## config.mk

```make
export PLATFORM = sky130hd
export DESIGN_NAME = line_state_ctrl
export DESIGN_NICKNAME = d
export VERILOG_FILES = /design/src/rtl/lsc_pkg.sv /design/src/rtl/lsc_prescale.sv /design/src/rtl/lsc_det_filter.sv /design/src/rtl/lsc_ring_gen.sv /design/src/rtl/line_state_ctrl.sv
export SDC_FILE = /design/constraint.sdc
export NUM_CORES = 1
export LEC_CHECK = 0
export ABC_CLOCK_PERIOD_IN_PS = 3300
export BUFFER_PORTS_ARGS = -buffer_cell sky130_fd_sc_hd__buf_2
export CAP_MARGIN = 30
export CORE_MARGIN = 2
export CORE_UTILIZATION = 50
export DETAILED_ROUTE_END_ITERATION = 7
export GPL_TIMING_DRIVEN = 0
export PLACE_DENSITY_LB_ADDON = 0.3
export SLEW_MARGIN = 20
export SYNTH_ARGS = -nofsm -noshare
export SYNTH_HDL_FRONTEND = slang
export SYNTH_SLANG_ARGS = --single-unit
```

## constraint.sdc

```tcl
create_clock -name clk -period 3.3 [get_ports clk]
set_input_delay 0.66 -clock clk [delete_from_list [all_inputs] [get_ports clk]]
set_output_delay 0.66 -clock clk [all_outputs]
set_load 0.02 [all_outputs]
```

## src/rtl/lsc_pkg.sv

```systemverilog
package lsc_pkg;

  typedef enum logic [2:0] {
    LS_OFF     = 3'd0,
    LS_IDLE    = 3'd1,
    LS_ACT_ON  = 3'd2,
    LS_ACT_OFF = 3'd3,
    LS_RING    = 3'd4,
    LS_PAUSE   = 3'd5
  } line_st_e;

  typedef struct packed {
    logic pd;
    logic d0;
    logic d1;
    logic d2;
  } mode_word_t;

  // Mode word for a given line state, metering flag, polarity and ring toggle.
  function automatic mode_word_t mode_of(line_st_e st, logic ttx, logic pol, logic tog);
    mode_word_t w;
    w = '0;
    unique case (st)
      LS_OFF:               w = '0;
      LS_IDLE:              w = '{pd: 1'b1, d0: 1'b0, d1: 1'b0, d2: 1'b0};
      LS_ACT_ON, LS_ACT_OFF: w = '{pd: 1'b1, d0: ttx,  d1: 1'b1, d2: pol};
      LS_RING:              w = '{pd: 1'b1, d0: 1'b1, d1: 1'b0, d2: tog};
      LS_PAUSE:             w = '{pd: 1'b1, d0: 1'b0, d1: 1'b1, d2: pol};
      default:              w = '0;
    endcase
    return w;
  endfunction

endpackage

```

## src/rtl/lsc_prescale.sv

```systemverilog
module lsc_prescale #(
  parameter int TICK_DIV = 125000
) (
  input  logic clk,
  input  logic rst,
  output logic tick
);
  localparam int CW = (TICK_DIV > 1) ? $clog2(TICK_DIV) : 1;

  generate
    if (TICK_DIV <= 1) begin : g_every
      assign tick = 1'b1;
    end else begin : g_div
      logic [CW-1:0] cnt;
      always_ff @(posedge clk) begin
        if (rst || cnt == CW'(TICK_DIV - 1)) cnt <= '0;
        else                                 cnt <= cnt + 1'b1;
      end
      assign tick = (cnt == CW'(TICK_DIV - 1));
    end
  endgenerate
endmodule

```

## src/rtl/lsc_det_filter.sv

```systemverilog
module lsc_det_filter #(
  parameter int DEB_W = 4
) (
  input  logic             clk,
  input  logic             rst,
  input  logic             tick,
  input  logic             det_n,
  input  logic [DEB_W-1:0] cfg_deb,
  output logic             off_hook
);
  logic s1, s2;
  logic [DEB_W-1:0] cnt;
  logic raw;

  assign raw = ~s2;

  always_ff @(posedge clk) begin
    if (rst) begin
      s1 <= 1'b1;
      s2 <= 1'b1;
      cnt <= '0;
      off_hook <= 1'b0;
    end else begin
      s1 <= det_n;
      s2 <= s1;
      if (raw == off_hook) begin
        cnt <= '0;
      end else if (tick) begin
        if (cnt >= cfg_deb) begin
          off_hook <= raw;
          cnt <= '0;
        end else begin
          cnt <= cnt + 1'b1;
        end
      end
    end
  end

  // the accepted level may only move on a tick
  assert_det_tick_only_R3: assert property (@(posedge clk) disable iff (rst)
    !tick |=> $stable(off_hook));
endmodule

```

## src/rtl/lsc_ring_gen.sv

```systemverilog
module lsc_ring_gen #(
  parameter int RING_HALF_SLOW = 25,
  parameter int RING_HALF_FAST = 20
) (
  input  logic clk,
  input  logic rst,
  input  logic tick,
  input  logic run,
  input  logic restart,
  input  logic f25,
  output logic tog
);
  localparam int HMAX = (RING_HALF_SLOW > RING_HALF_FAST) ? RING_HALF_SLOW : RING_HALF_FAST;
  localparam int HW   = $clog2(HMAX + 1);

  logic [HW-1:0] cnt, cnt_nx, half_sel;

  assign half_sel = f25 ? HW'(RING_HALF_FAST) : HW'(RING_HALF_SLOW);
  assign cnt_nx   = cnt + 1'b1;

  always_ff @(posedge clk) begin
    if (rst || restart) begin
      cnt <= '0;
      tog <= 1'b0;
    end else if (run && tick) begin
      if (cnt_nx >= half_sel) begin
        cnt <= '0;
        tog <= ~tog;
      end else begin
        cnt <= cnt_nx;
      end
    end
  end

  // outside a burst the toggle holds still
  assert_tog_frozen_R10: assert property (@(posedge clk) disable iff (rst)
    (!run && !restart) |=> $stable(tog));
endmodule

```

## src/rtl/line_state_ctrl.sv

```systemverilog
module line_state_ctrl
  import lsc_pkg::*;
#(
  parameter int TICK_DIV       = 125000,
  parameter int DEB_W          = 4,
  parameter int TMR_W          = 12,
  parameter int TTX_W          = 16,
  parameter int RING_HALF_SLOW = 25,
  parameter int RING_HALF_FAST = 20
) (
  input  logic             clk,
  input  logic             rst,
  input  logic             line_en,
  input  logic             pol_rev,
  input  logic             ring_en,
  input  logic             ring_f25,
  input  logic             ttx_req,
  input  logic [TTX_W-1:0] ttx_len,
  input  logic [DEB_W-1:0] cfg_deb,
  input  logic [TMR_W-1:0] cfg_hang,
  input  logic [TMR_W-1:0] cfg_burst,
  input  logic [TMR_W-1:0] cfg_pause,
  input  logic             therm_fault,
  input  logic             det_n,
  output logic             mode_pd,
  output logic             mode_d0,
  output logic             mode_d1,
  output logic             mode_d2,
  output logic [2:0]       line_state,
  output logic             ring_rej
);
  localparam int PW = TMR_W + 1;

  logic tick, off_f, tog, ring_q, ring_rise, hold, is_act_n;
  line_st_e state_q, state_n;
  logic [TMR_W-1:0] hang_cnt, phase_cnt;
  logic [PW-1:0] phase_nx;
  logic [TTX_W-1:0] ttx_cnt;
  mode_word_t mode_q;
  logic burst_done, pause_done;

  lsc_prescale #(.TICK_DIV(TICK_DIV)) i_pre (.clk(clk), .rst(rst), .tick(tick));

  lsc_det_filter #(.DEB_W(DEB_W)) i_det (
    .clk(clk), .rst(rst), .tick(tick), .det_n(det_n), .cfg_deb(cfg_deb), .off_hook(off_f));

  lsc_ring_gen #(.RING_HALF_SLOW(RING_HALF_SLOW), .RING_HALF_FAST(RING_HALF_FAST)) i_ring (
    .clk(clk), .rst(rst), .tick(tick),
    .run(!hold && state_q == LS_RING),
    .restart(!hold && state_q != LS_RING && state_n == LS_RING),
    .f25(ring_f25), .tog(tog));

  assign hold       = therm_fault;
  assign ring_rise  = ring_en & ~ring_q;
  assign phase_nx   = PW'(phase_cnt) + PW'(1);
  assign burst_done = tick && (phase_nx >= PW'(cfg_burst));
  assign pause_done = tick && (phase_nx >= PW'(cfg_pause));
  assign is_act_n   = (state_n == LS_ACT_ON) || (state_n == LS_ACT_OFF);

  always_comb begin
    state_n = state_q;
    if (!hold) begin
      if (!line_en) state_n = LS_OFF;
      else begin
        unique case (state_q)
          LS_OFF:     state_n = LS_IDLE;
          LS_IDLE:    if (off_f) state_n = LS_ACT_OFF;
                      else if (ring_rise) state_n = LS_RING;
          LS_ACT_ON:  if (off_f) state_n = LS_ACT_OFF;
                      else if (ring_rise) state_n = LS_RING;
                      else if (tick && hang_cnt >= cfg_hang) state_n = LS_IDLE;
          LS_ACT_OFF: if (!off_f) state_n = LS_ACT_ON;
          LS_RING:    if (off_f) state_n = LS_ACT_OFF;
                      else if (!ring_en) state_n = LS_ACT_ON;
                      else if (burst_done) state_n = LS_PAUSE;
          LS_PAUSE:   if (off_f) state_n = LS_ACT_OFF;
                      else if (!ring_en) state_n = LS_ACT_ON;
                      else if (pause_done) state_n = LS_RING;
          default:    state_n = LS_OFF;
        endcase
      end
    end
  end

  always_ff @(posedge clk) begin
    if (rst) begin
      state_q   <= LS_OFF;
      hang_cnt  <= '0;
      phase_cnt <= '0;
      ttx_cnt   <= '0;
      ring_q    <= 1'b0;
      ring_rej  <= 1'b0;
      mode_q    <= '0;
    end else begin
      ring_q  <= ring_en;
      state_q <= state_n;
      if (!hold) begin
        if (state_q == LS_ACT_ON && state_n == LS_ACT_ON) begin
          if (tick) hang_cnt <= hang_cnt + 1'b1;
        end else begin
          hang_cnt <= '0;
        end
        if (state_n != state_q) phase_cnt <= '0;
        else if ((state_q == LS_RING || state_q == LS_PAUSE) && tick) phase_cnt <= phase_cnt + 1'b1;
      end
      if (hold || !is_act_n)                ttx_cnt <= '0;
      else if (ttx_req && ttx_cnt == '0)    ttx_cnt <= ttx_len;
      else if (ttx_cnt != '0)               ttx_cnt <= ttx_cnt - 1'b1;
      if (!ring_en) ring_rej <= 1'b0;
      else if (ring_rise && off_f && line_en && !hold && state_q != LS_OFF) ring_rej <= 1'b1;
      mode_q <= hold ? '0 : mode_of(state_q, ttx_cnt != '0, pol_rev, tog);
    end
  end

  assign mode_pd    = mode_q.pd;
  assign mode_d0    = mode_q.d0;
  assign mode_d1    = mode_q.d1;
  assign mode_d2    = mode_q.d2;
  assign line_state = state_q;

  // burst or feed bit never asserted without the power-enable bit
  assert_word_legal_R2: assert property (@(posedge clk) disable iff (rst)
    (mode_d0 || mode_d1) |-> mode_pd);
  // return to idle from active on-hook only on a tick
  assert_hang_on_tick_R7: assert property (@(posedge clk) disable iff (rst)
    (state_q == LS_ACT_ON && !tick) |=> state_q != LS_IDLE);
  // ring trip leaves the burst on the next clock
  assert_ring_trip_R10: assert property (@(posedge clk) disable iff (rst)
    (!therm_fault && line_en && state_q == LS_RING && off_f) |=> state_q == LS_ACT_OFF);
  // refusal flag only rises after an off-hook report
  assert_reject_offhook_R11: assert property (@(posedge clk) disable iff (rst)
    $rose(ring_rej) |-> $past(off_f));
  // fault gives the power-down word and freezes the state
  assert_fault_word_R12: assert property (@(posedge clk) disable iff (rst)
    therm_fault |=> (!mode_pd && !mode_d0 && !mode_d1 && !mode_d2));
  assert_fault_freeze_R12: assert property (@(posedge clk) disable iff (rst)
    therm_fault |=> $stable(state_q));
endmodule

```

After elaboration in Yosys (flattened, before gate mapping)
Cells that the tools add are included.

Add/sub/neg operators: 7. Order comparisons: 5. Equality and inequality tests: 13. Multiplexer cells: 25. Bitwise logic cells: 7. Reductions and logical operators: 36.

Operators by type and width (number): 12-bit two-way mux (4); 3-bit two-way mux (14); 16-bit two-way mux (2); 13-bit by 12-bit greater-or-equal comparator with 1-bit output (2); 12-bit by 1-bit adder with 12-bit output (second input constant) (2); 3-bit case mux with 6 select lines (1); 17-bit by 1-bit adder with 17-bit output (second input constant) (1); 17-bit equality test (second input constant) (1); 16-bit zero test (1); 4-bit case mux with 4 select lines (1); 16-bit nonzero test (1); 16-bit by 1-bit subtractor with 16-bit output (second input constant) (1); 1-bit logical AND (14); 12-bit by 1-bit adder with 13-bit output (second input constant) (1); 3-bit by 2-bit equality test with 1-bit output (second input constant) (4); 12-bit greater-or-equal comparator (1); 2-bit OR reduction (5); 3-bit equality test (second input constant) (3); 4-bit two-way mux (2); 1-bit inverter (6); 2-bit AND reduction (3); 5-bit by 1-bit adder with 5-bit output (second input constant) (1); 5-bit greater-or-equal comparator (1); 1-bit logical OR (5); other kinds (14) (16).

Flip-flop bits (word level): 79. Input bits: 65. Output and inout bits: 8. Word-level logic and storage cells: 110.

Longest topological paths before layout
Gate-level depths: netlist (run 1).

Depth after elaboration: 14. Depth in mapped cells: 16. Mapped depth without buffers: 15.

By module
A second synthesis (run 1) with hierarchy kept.

Cell total of the unflattened synthesis: 680. Area total of the unflattened synthesis: 5486.5 um^2.

Modules (own cells, without submodules): line_state_ctrl (times used 1, cells an instance 506, area each 3892.5 um^2, sequential area each 980.9 um^2); lsc_prescale (times used 1, cells an instance 90, area each 800.8 um^2, sequential area each 340.3 um^2); lsc_det_filter (times used 1, cells an instance 44, area each 407.9 um^2, sequential area each 140.1 um^2); lsc_ring_gen (times used 1, cells an instance 40, area each 385.4 um^2, sequential area each 120.1 um^2).

Least setup slack after synthesis (run 1)
OpenSTA, ideal clock, no wires.

Path kind: reg-to-reg. Start: register phase_cnt[0]. End: register phase_cnt[2]. Library setup time: 117 ps. Data arrival time: 3114 ps. Required time: 3183 ps. Path slack: 69 ps. Cell stages (with the launch flop): 16. Path buffers: 1. Clock period less this slack: 3231 ps. Cell sequence: dfxtp_1 -> ha_1 -> nand3_2 -> nor3_4 -> nand3_1 -> xnor2_1 -> ha_1 -> a21o_1 -> a221oi_1 -> o41ai_1 -> a31oi_1 -> a31oi_2 -> mux2i_1 -> and3_1 -> buf_6 -> a32o_1.

Cells in the longest elaborated chain, start to end: 12. Elaborated cells between the ends (all ways): 20. Those cells by class: add/sub: 2; order compare: 2; eq/ne: 1; mux: 11; reduce/logical: 4.

RTL lines: from (decl) (RTL line line_state_ctrl.sv:36) `logic [TMR_W-1:0] hang_cnt, phase_cnt;`; from (signal assigned) (RTL line line_state_ctrl.sv:104) `else if ((state_q == LS_RING || state_q == LS_PAUSE) && tick) phase_cnt <= phase_cnt + 1'b1;`; 12-bit by 1-bit adder with 13-bit output (RTL line line_state_ctrl.sv:55) `assign phase_nx = PW'(phase_cnt) + PW'(1);`; 13-bit by 12-bit greater-or-equal comparator with 1-bit output, on equally long branches (RTL line line_state_ctrl.sv:57, line_state_ctrl.sv:56); 1-bit logical AND, on equally long branches (RTL line line_state_ctrl.sv:57, line_state_ctrl.sv:56); 3-bit two-way mux, on equally long branches (RTL line line_state_ctrl.sv:78, line_state_ctrl.sv:75); 3-bit two-way mux, on equally long branches (RTL line line_state_ctrl.sv:77, line_state_ctrl.sv:74); 3-bit two-way mux, on equally long branches (RTL line line_state_ctrl.sv:76, line_state_ctrl.sv:73); 3-bit case mux with 6 select lines (RTL line line_state_ctrl.sv:65) `unique case (state_q)`; 3-bit two-way mux (RTL line line_state_ctrl.sv:63) `if (!line_en) state_n = LS_OFF;`; 3-bit two-way mux (RTL line line_state_ctrl.sv:62) `if (!hold) begin`; 3-bit != test (RTL line line_state_ctrl.sv:103) `if (state_n != state_q) phase_cnt <= '0;`; 2-bit nonzero test (no line); 2-bit AND reduction (no line).

Parallel ways exist; a longest one is shown, timed or not. The select of a mux whose other input is x is not followed. A chain may end at the register's enable or synchronous reset.

Worst setup path in the final report (run 1)
Start: register phase_cnt[1]. End: register phase_cnt[6].

Same word-level chain as after synthesis.

==> flow_metrics.tcl, run 1 <==
set metrics [dict create \
    status "finished with violations" \
    violations "negative setup slack" \
    rows 37 \
    slew_headroom_pct 52.40 \
    layout-drive-gt1-share_pct 25.10 \
    track_usage_pct 22.36 \
    cts_tree "yes" \
    synth_area_leaders "dfxtp_1, ha_1, nor2_1, xor2_1, nand2_1" \
    drv_slew 0 \
    grt_pass1_wl_um 20560 \
    required_ns 3.55 \
    period_minus_slack_ns 3.417 \
    start_util_pct 50.75 \
    max_freq_mhz 292.6 \
    clockPowerShare_pct 37.9 \
    fillerInstances 904 \
    wl_per_cell_um 14.59 \
    p_int_mw 1.429 \
    synth_edf_count 0 \
    vias 4937 \
    worstHoldPathType "flop to flop" \
    p_sw_share_pct 25.64 \
    diodes 0 \
    rsz0062_at_grt "yes" \
    ys_types 71 \
    cts-root-buf "clkbuf_8" \
    cts.sinks 79 \
    final.setup_skew_ns 0.008496 \
    drt_first_pass_iters 5 \
    worst_setup_path_start_kind "flop" \
    final-setup-viol-count 12 \
    period_share_pct 103.6 \
    dieArea_um2 11170 \
    syn_area_um2 5169 \
    first_global_vias 4516 \
    insertion_delay_ns 0.35 \
    synth_seq_cells 79 \
    cap_violations 0 \
    yosysTopAreaCellShare_pct 30.60 \
    finalNetCount 862 \
    viasPerCell 5.553 \
    p_sw_mw 0.4927 \
    syn_nets 742 \
    crit_path_end_kind "flop" \
    hold_ws_ns 0.4175 \
    combPwrFrac_pct 12.0 \
    dp_cells 834 \
    portBuffers 70 \
    async_flop_share_pct 0 \
    seq_power_share_pct 50.1 \
    powerDensity_nw_per_um2 302.7 \
    syn2layout_area_growth_pct 22.83 \
    p_leak_nw 2.887 \
    place_hpwl_um 9097 \
    crit_fanout 7 \
    drt-total-wl_um 12970 \
    cts.htree.levels 3 \
    post-route-drc-count 0 \
    syn_inst 628 \
    ys_warn_count 0 \
    yosys.area.top_type "dfxtp_1" \
    critical_path_class "flop to flop" \
    gp_congestion 0.8995 \
    yosysSeqAreaShare_pct 30.60 \
    grt_overflow 0 \
    core_um2 10180 \
    die_h_um 105.7 \
    crit_arrival_ns 3.66 \
    ant_nets 0 \
    worstMarginPinSlew_ns 0.7126 \
    cts_buffers 9 \
    clkTransAtPathRegs_ns 0.08 \
    hold_viol_final 0 \
    antenna_found_initial 0 \
    synth_flop_cell "dfxtp_1" \
    grt_max_degree 14 \
    io_pins 73 \
    first_iter_violations 306 \
    cts.path.max_buffers 2 \
    vdd_drop_max_v 0.0002367 \
    fin_ws_ns -0.1172 \
    die_w_um 105.7 \
    layout.cells.non_filler 889 \
    power_mw 1.921 \
    ctsHoldBuffers 0 \
    avgSynthCellArea_um2 8.230 \
    utilization_pct 62.33 \
]
-- final cells by class --
class / count / area, µm² / area share [%]
Clock buffer: 11 / 141.4 / 2.227
Buffer: 21 / 173.9 / 2.739
Inverter: 49 / 183.9 / 2.897
Multi-Input combinational cell: 479 / 3383 / 53.29
Tap cell: 136 / 170.2 / 2.680
Clock inverter: 5 / 57.56 / 0.9066
Timing Repair Buffer: 109 / 640.6 / 10.09
Sequential cell: 79 / 1598 / 25.17
-- cells in the final DEF, fill, tap and decap left out, drive strengths merged, types with 5 or more instances in the layout --
master	n
nand2	52
nand4	10
nor3	21
or3	13
nor4	5
a21o	5
xnor2	18
nor2b	8
buf	118
nor2	78
inv	49
and2b	6
xor2	28
nand3	35
ha	49
clkbuf	23
a31oi	15
a211oi	9
a32o	7
and3	9
dfxtp	79
a21oi	31
o21ai	22
-- worst paths after layout --
kind / from / to / slack, ns / cells past startpoint
max: phase_cnt[1]$_SDFFE_PP0P_ / phase_cnt[6]$_SDFFE_PP0P_ / -0.12 / 15
min: i_det.s1$_SDFF_PP1_ / i_det.s2$_SDFF_PP1_ / 0.42 / 1
max reg2reg: phase_cnt[1]$_SDFFE_PP0P_ / phase_cnt[6]$_SDFFE_PP0P_ / -0.12 / 15
min reg2reg: i_det.s1$_SDFF_PP1_ / i_det.s2$_SDFF_PP1_ / 0.42 / 1
-- flip-flops by register name, indices dropped and copies added (netlist names), 3 cells and up --
name and flops:
ttx_cnt 16, phase_cnt 12, hang_cnt 12, i_ring.cnt 5
i_det.cnt 4, i_pre.g_div.cnt 17, line_state 3
-- synth_stat cells, types with 2 or more instances --
cell type and count:
o21ai_0 15, nand4_1 10, o31ai_1 2, and2_1 2, nor4_1 4, nand3_2 2, a21o_1 5, ha_1 49
mux2i_1 3, inv_1 49, o21a_1 4, o21ai_1 5, nand2_1 52, nor2_1 77, nand2b_1 3, dfxtp_1 79
and3_1 9, a211oi_1 8, buf_6 6, and2b_1 4, nand3_1 33, buf_2 2, xnor2_1 18, a311oi_1 3
o21ai_2 2, nand4b_1 3, o21bai_1 3, a21oi_1 31, and2b_2 2, a31oi_1 14, clkbuf_1 8, o211ai_1 2
nor2b_1 8, a32o_1 7, nor3_1 18, xor2_1 28, a221oi_1 3, o2111ai_1 2, or2_2 3, clkbuf_8 4
or3_1 12, and4_1 3, nor3_4 2, or4_1 2
-- worst max-delay path, stage by stage, from the launching register on --
cell and delay, ns:
dfxtp_4 0.39, ha_4 0.16, nand3_4 0.10, nor3_4 0.25, nand3_2 0.13, xnor2_2 0.26
ha_1 0.28, a21o_1 0.20, a221oi_2 0.27, o41ai_2 0.09, a31oi_1 0.21, a31oi_2 0.16
mux2i_2 0.22, and3_1 0.21, buf_6 0.13, a32o_1 0.22
-- routing by layer --
metal | GRT usage, % | wire length (µm)
met1 | 28.31 | 5599
met2 | 38.62 | 6477
met3 | 4.576 | 693
met4 | 6.015 | 201
met5 | 0 | 0
-- cells by family (layout without fill, tap and decap cells) --
| family | after synthesis | count (layout) | share of synthesized area (%) |
|---|---|---|---|
| buffers and inverters | 70 | 195 | 6.851 |
| DFF | 79 | 79 | 30.60 |
| adders and majority gates | 49 | 49 | 11.86 |
| and+or+nand+nor | 260 | 260 | 25.81 |
| muxes | 4 | 4 | 0.7988 |
| xor gates and xnor gates | 46 | 46 | 7.795 |
| AOI/OAI and AO/OA | 120 | 120 | 16.29 |
-- power groups by stage --
stage | Clock [mW] | Combinational [mW] | Sequential (mW)
floorplan | 0 | 0.135 | 0.991
global placement | 0 | 0.207 | 0.989
detailed placement | 0 | 0.213 | 0.989
CTS | 0.741 | 0.219 | 0.963
global route | 0.781 | 0.256 | 0.965
finish | 0.728 | 0.230 | 0.963
-- metrics by stage --
stage | TNS (ns) | setup slack [ns] | cell area [µm²]
2_1_floorplan | 0 | 0.06853 | 5169
3_3_place_gp | -5.490 | -0.3946 | 5689
3_5_place_dp | -6.820 | -0.4724 | 5689
4_1_cts | -0.004744 | -0.004025 | 6170
5_1_grt | -4.090 | -0.3065 | 6349
6_report | -0.9449 | -0.1172 | 6349
-- what timing repair did --
| action | CTS | global route |
|---|---|---|
| gates resized for setup | 20 | 18 |
| cloned | 0 | 1 |
| endpoints found under the setup margin | 19 | 19 |
| buffers inserted | 27 | 12 |
| pin swaps | 7 | 26 |
Note: power is estimated with default switching activity, not from simulation.
==> run 2, diff against run 1 <==
--- a/config.mk
+++ b/config.mk
@@ -13,6 +13,7 @@
 export DETAILED_ROUTE_END_ITERATION = 7
 export GPL_TIMING_DRIVEN = 0
 export PLACE_DENSITY_LB_ADDON = 0.3
+export RECOVER_POWER = 100
 export SLEW_MARGIN = 20
 export SYNTH_ARGS = -nofsm -noshare
 export SYNTH_HDL_FRONTEND = slang
==> flow_metrics.tcl, run 2 (synthesis results as in run 1) <==
set metrics [dict create \
    period_minus_slack_ns 3.426 \
    io_pins 73 \
    finalNetCount 862 \
    layout_commonest_cell "dfxtp_1" \
    cap_violations 0 \
    portBuffers 70 \
    syn2layout_area_growth_pct 22.37 \
    worstHoldPathType "flop to flop" \
    rows 37 \
    dp_cells 834 \
    vias 4959 \
    worstMarginPinSlew_ns 0.7104 \
    hold_viol_final 0 \
    die_h_um 105.7 \
    period_share_pct 103.8 \
    core_um2 10180 \
    required_ns 3.55 \
    worstSetupStartpoint "phase_cnt[1]$_SDFFE_PP0P_" \
    max_freq_mhz 291.9 \
    post-route-drc-count 0 \
    clkTransAtPathRegs_ns 0.08 \
    dp_slack_ns -0.4724 \
    crit_path_end_kind "flop" \
    first_iter_violations 279 \
    cts.htree.levels 3 \
    hp-start "i_det.s1$_SDFF_PP1_" \
    violations "negative setup slack" \
    cts.path.max_buffers 2 \
    max_flop_register "i_pre.g_div.cnt" \
    worst_setup_path_start_kind "flop" \
    cts_buffers 9 \
    reg.largest.list "i_pre.g_div.cnt: 17 flops, ttx_cnt: 16 flops" \
    first_global_vias 4516 \
    wl_per_cell_um 14.55 \
    status "finished with violations" \
    layout.cells.non_filler 889 \
    grt_max_degree 14 \
    final-setup-viol-count 12 \
    ant_nets 0 \
    crit_end "phase_cnt[6]$_SDFFE_PP0P_" \
    powerDensity_nw_per_um2 303.5 \
    grt_overflow 0 \
    diodes 0 \
    start_util_pct 50.75 \
    most-common-layout-cells "dfxtp_1, nor2_1, buf_2" \
    r2r-start "phase_cnt[1]$_SDFFE_PP0P_" \
    die_w_um 105.7 \
    drv_slew 0 \
    track_usage_pct 22.36 \
    grt_pass1_wl_um 20560 \
    gp_congestion 0.8995 \
    final.setup_skew_ns 0.01054 \
    largest_reg_flops 17 \
    cts_tree "yes" \
    crit_arrival_ns 3.67 \
    drt-total-wl_um 12930 \
    ctsHoldBuffers 0 \
    drt_first_pass_iters 5 \
    critical_path_class "flop to flop" \
    place_hpwl_um 9097 \
    r2r_slack_ns -0.13 \
    slew_headroom_pct 52.54 \
    layout-drive-gt1-share_pct 23.64 \
    fin_ws_ns -0.1258 \
    cts-root-buf "clkbuf_8" \
    insertion_delay_ns 0.35 \
    p_leak_nw 2.844 \
    r2r-end "phase_cnt[6]$_SDFFE_PP0P_" \
    crit_fanout 7 \
    antenna_found_initial 0 \
    rsz0062_at_grt "yes" \
    vdd_drop_max_v 0.0002359 \
    viasPerCell 5.578 \
    r2r_cells 15 \
    dieArea_um2 11170 \
    cts.sinks 79 \
]
[run 2: changes by cell type in the layout (fill, tap and decap cells not counted), sizes merged]
cell | previous run | this run
buf | 118 | 108
clkbuf | 23 | 33
[run 2: cell type report]
type                       count  area [µm²]
multi-input combinational    479        3378
buffer                        21       166.4
inverter                      49       183.9
clock inverter                 5       57.56
clock buffer                  11       141.4
fill                         914        3860
sequential                    79        1598
timing repair buffer         109       629.4
tap                          136       170.2
[run 2: how the worst min path moves through the flow]
stage / end / cells past startpoint
2_1_floorplan: i_det.s2$_SDFF_PP1_ / 1
3_3_place_gp: i_det.s2$_SDFF_PP1_ / 1
3_5_place_dp: i_det.s2$_SDFF_PP1_ / 1
4_1_cts: i_det.s2$_SDFF_PP1_ / 1
5_1_grt: i_det.s2$_SDFF_PP1_ / 1
6_report: i_det.s2$_SDFF_PP1_ / 1
[run 2: repair_timing]
action | in CTS | in global routing
setup buffers | 27 | 12
gates resized for setup | 20 | 18
gates cloned | 0 | 1
pin swaps | 7 | 26
endpoints found under the setup margin | 19 | 19
[run 2: critical path: stages (launching register included)]
cell	delay, ns
dfxtp_4	0.39
ha_4	0.16
nand3_4	0.10
nor3_4	0.25
nand3_2	0.14
xnor2_2	0.26
ha_1	0.28
a21o_1	0.20
a221oi_2	0.27
o41ai_2	0.09
a31oi_1	0.21
a31oi_2	0.16
mux2i_2	0.22
and3_1	0.22
buf_6	0.13
a32o_1	0.22
[run 2: routing by layer]
layer,routed length [µm],global-route usage [%]
met5,0,0
met3,694,4.576
met1,5580,28.31
met2,6446,38.62
met4,211,6.015
[run 2: report_power, final]
part	switching [mW]	leakage [nW]	internal, mW	total [mW]
clock	0.361	0.0916	0.369	0.730
sequential	0.00647	0.642	0.957	0.963
combinational	0.126	2.11	0.101	0.227
total	0.493	2.84	1.43	1.92
[run 2: metrics by stage]
step                utilization (%)  total power, mW  area, µm²  hold slack, ns  setup TNS [ns]
floorplan                         -            1.126       5169          0.3895               0
global placement              55.86            1.195       5689          0.3932          -5.490
detailed placement            55.86            1.202       5689          0.4006          -6.820
CTS                           60.58            1.923       6170          0.4202       -0.004744
global route                  62.10            1.999       6325          0.4421          -4.091
finish                        62.10            1.920       6325          0.4175          -1.072
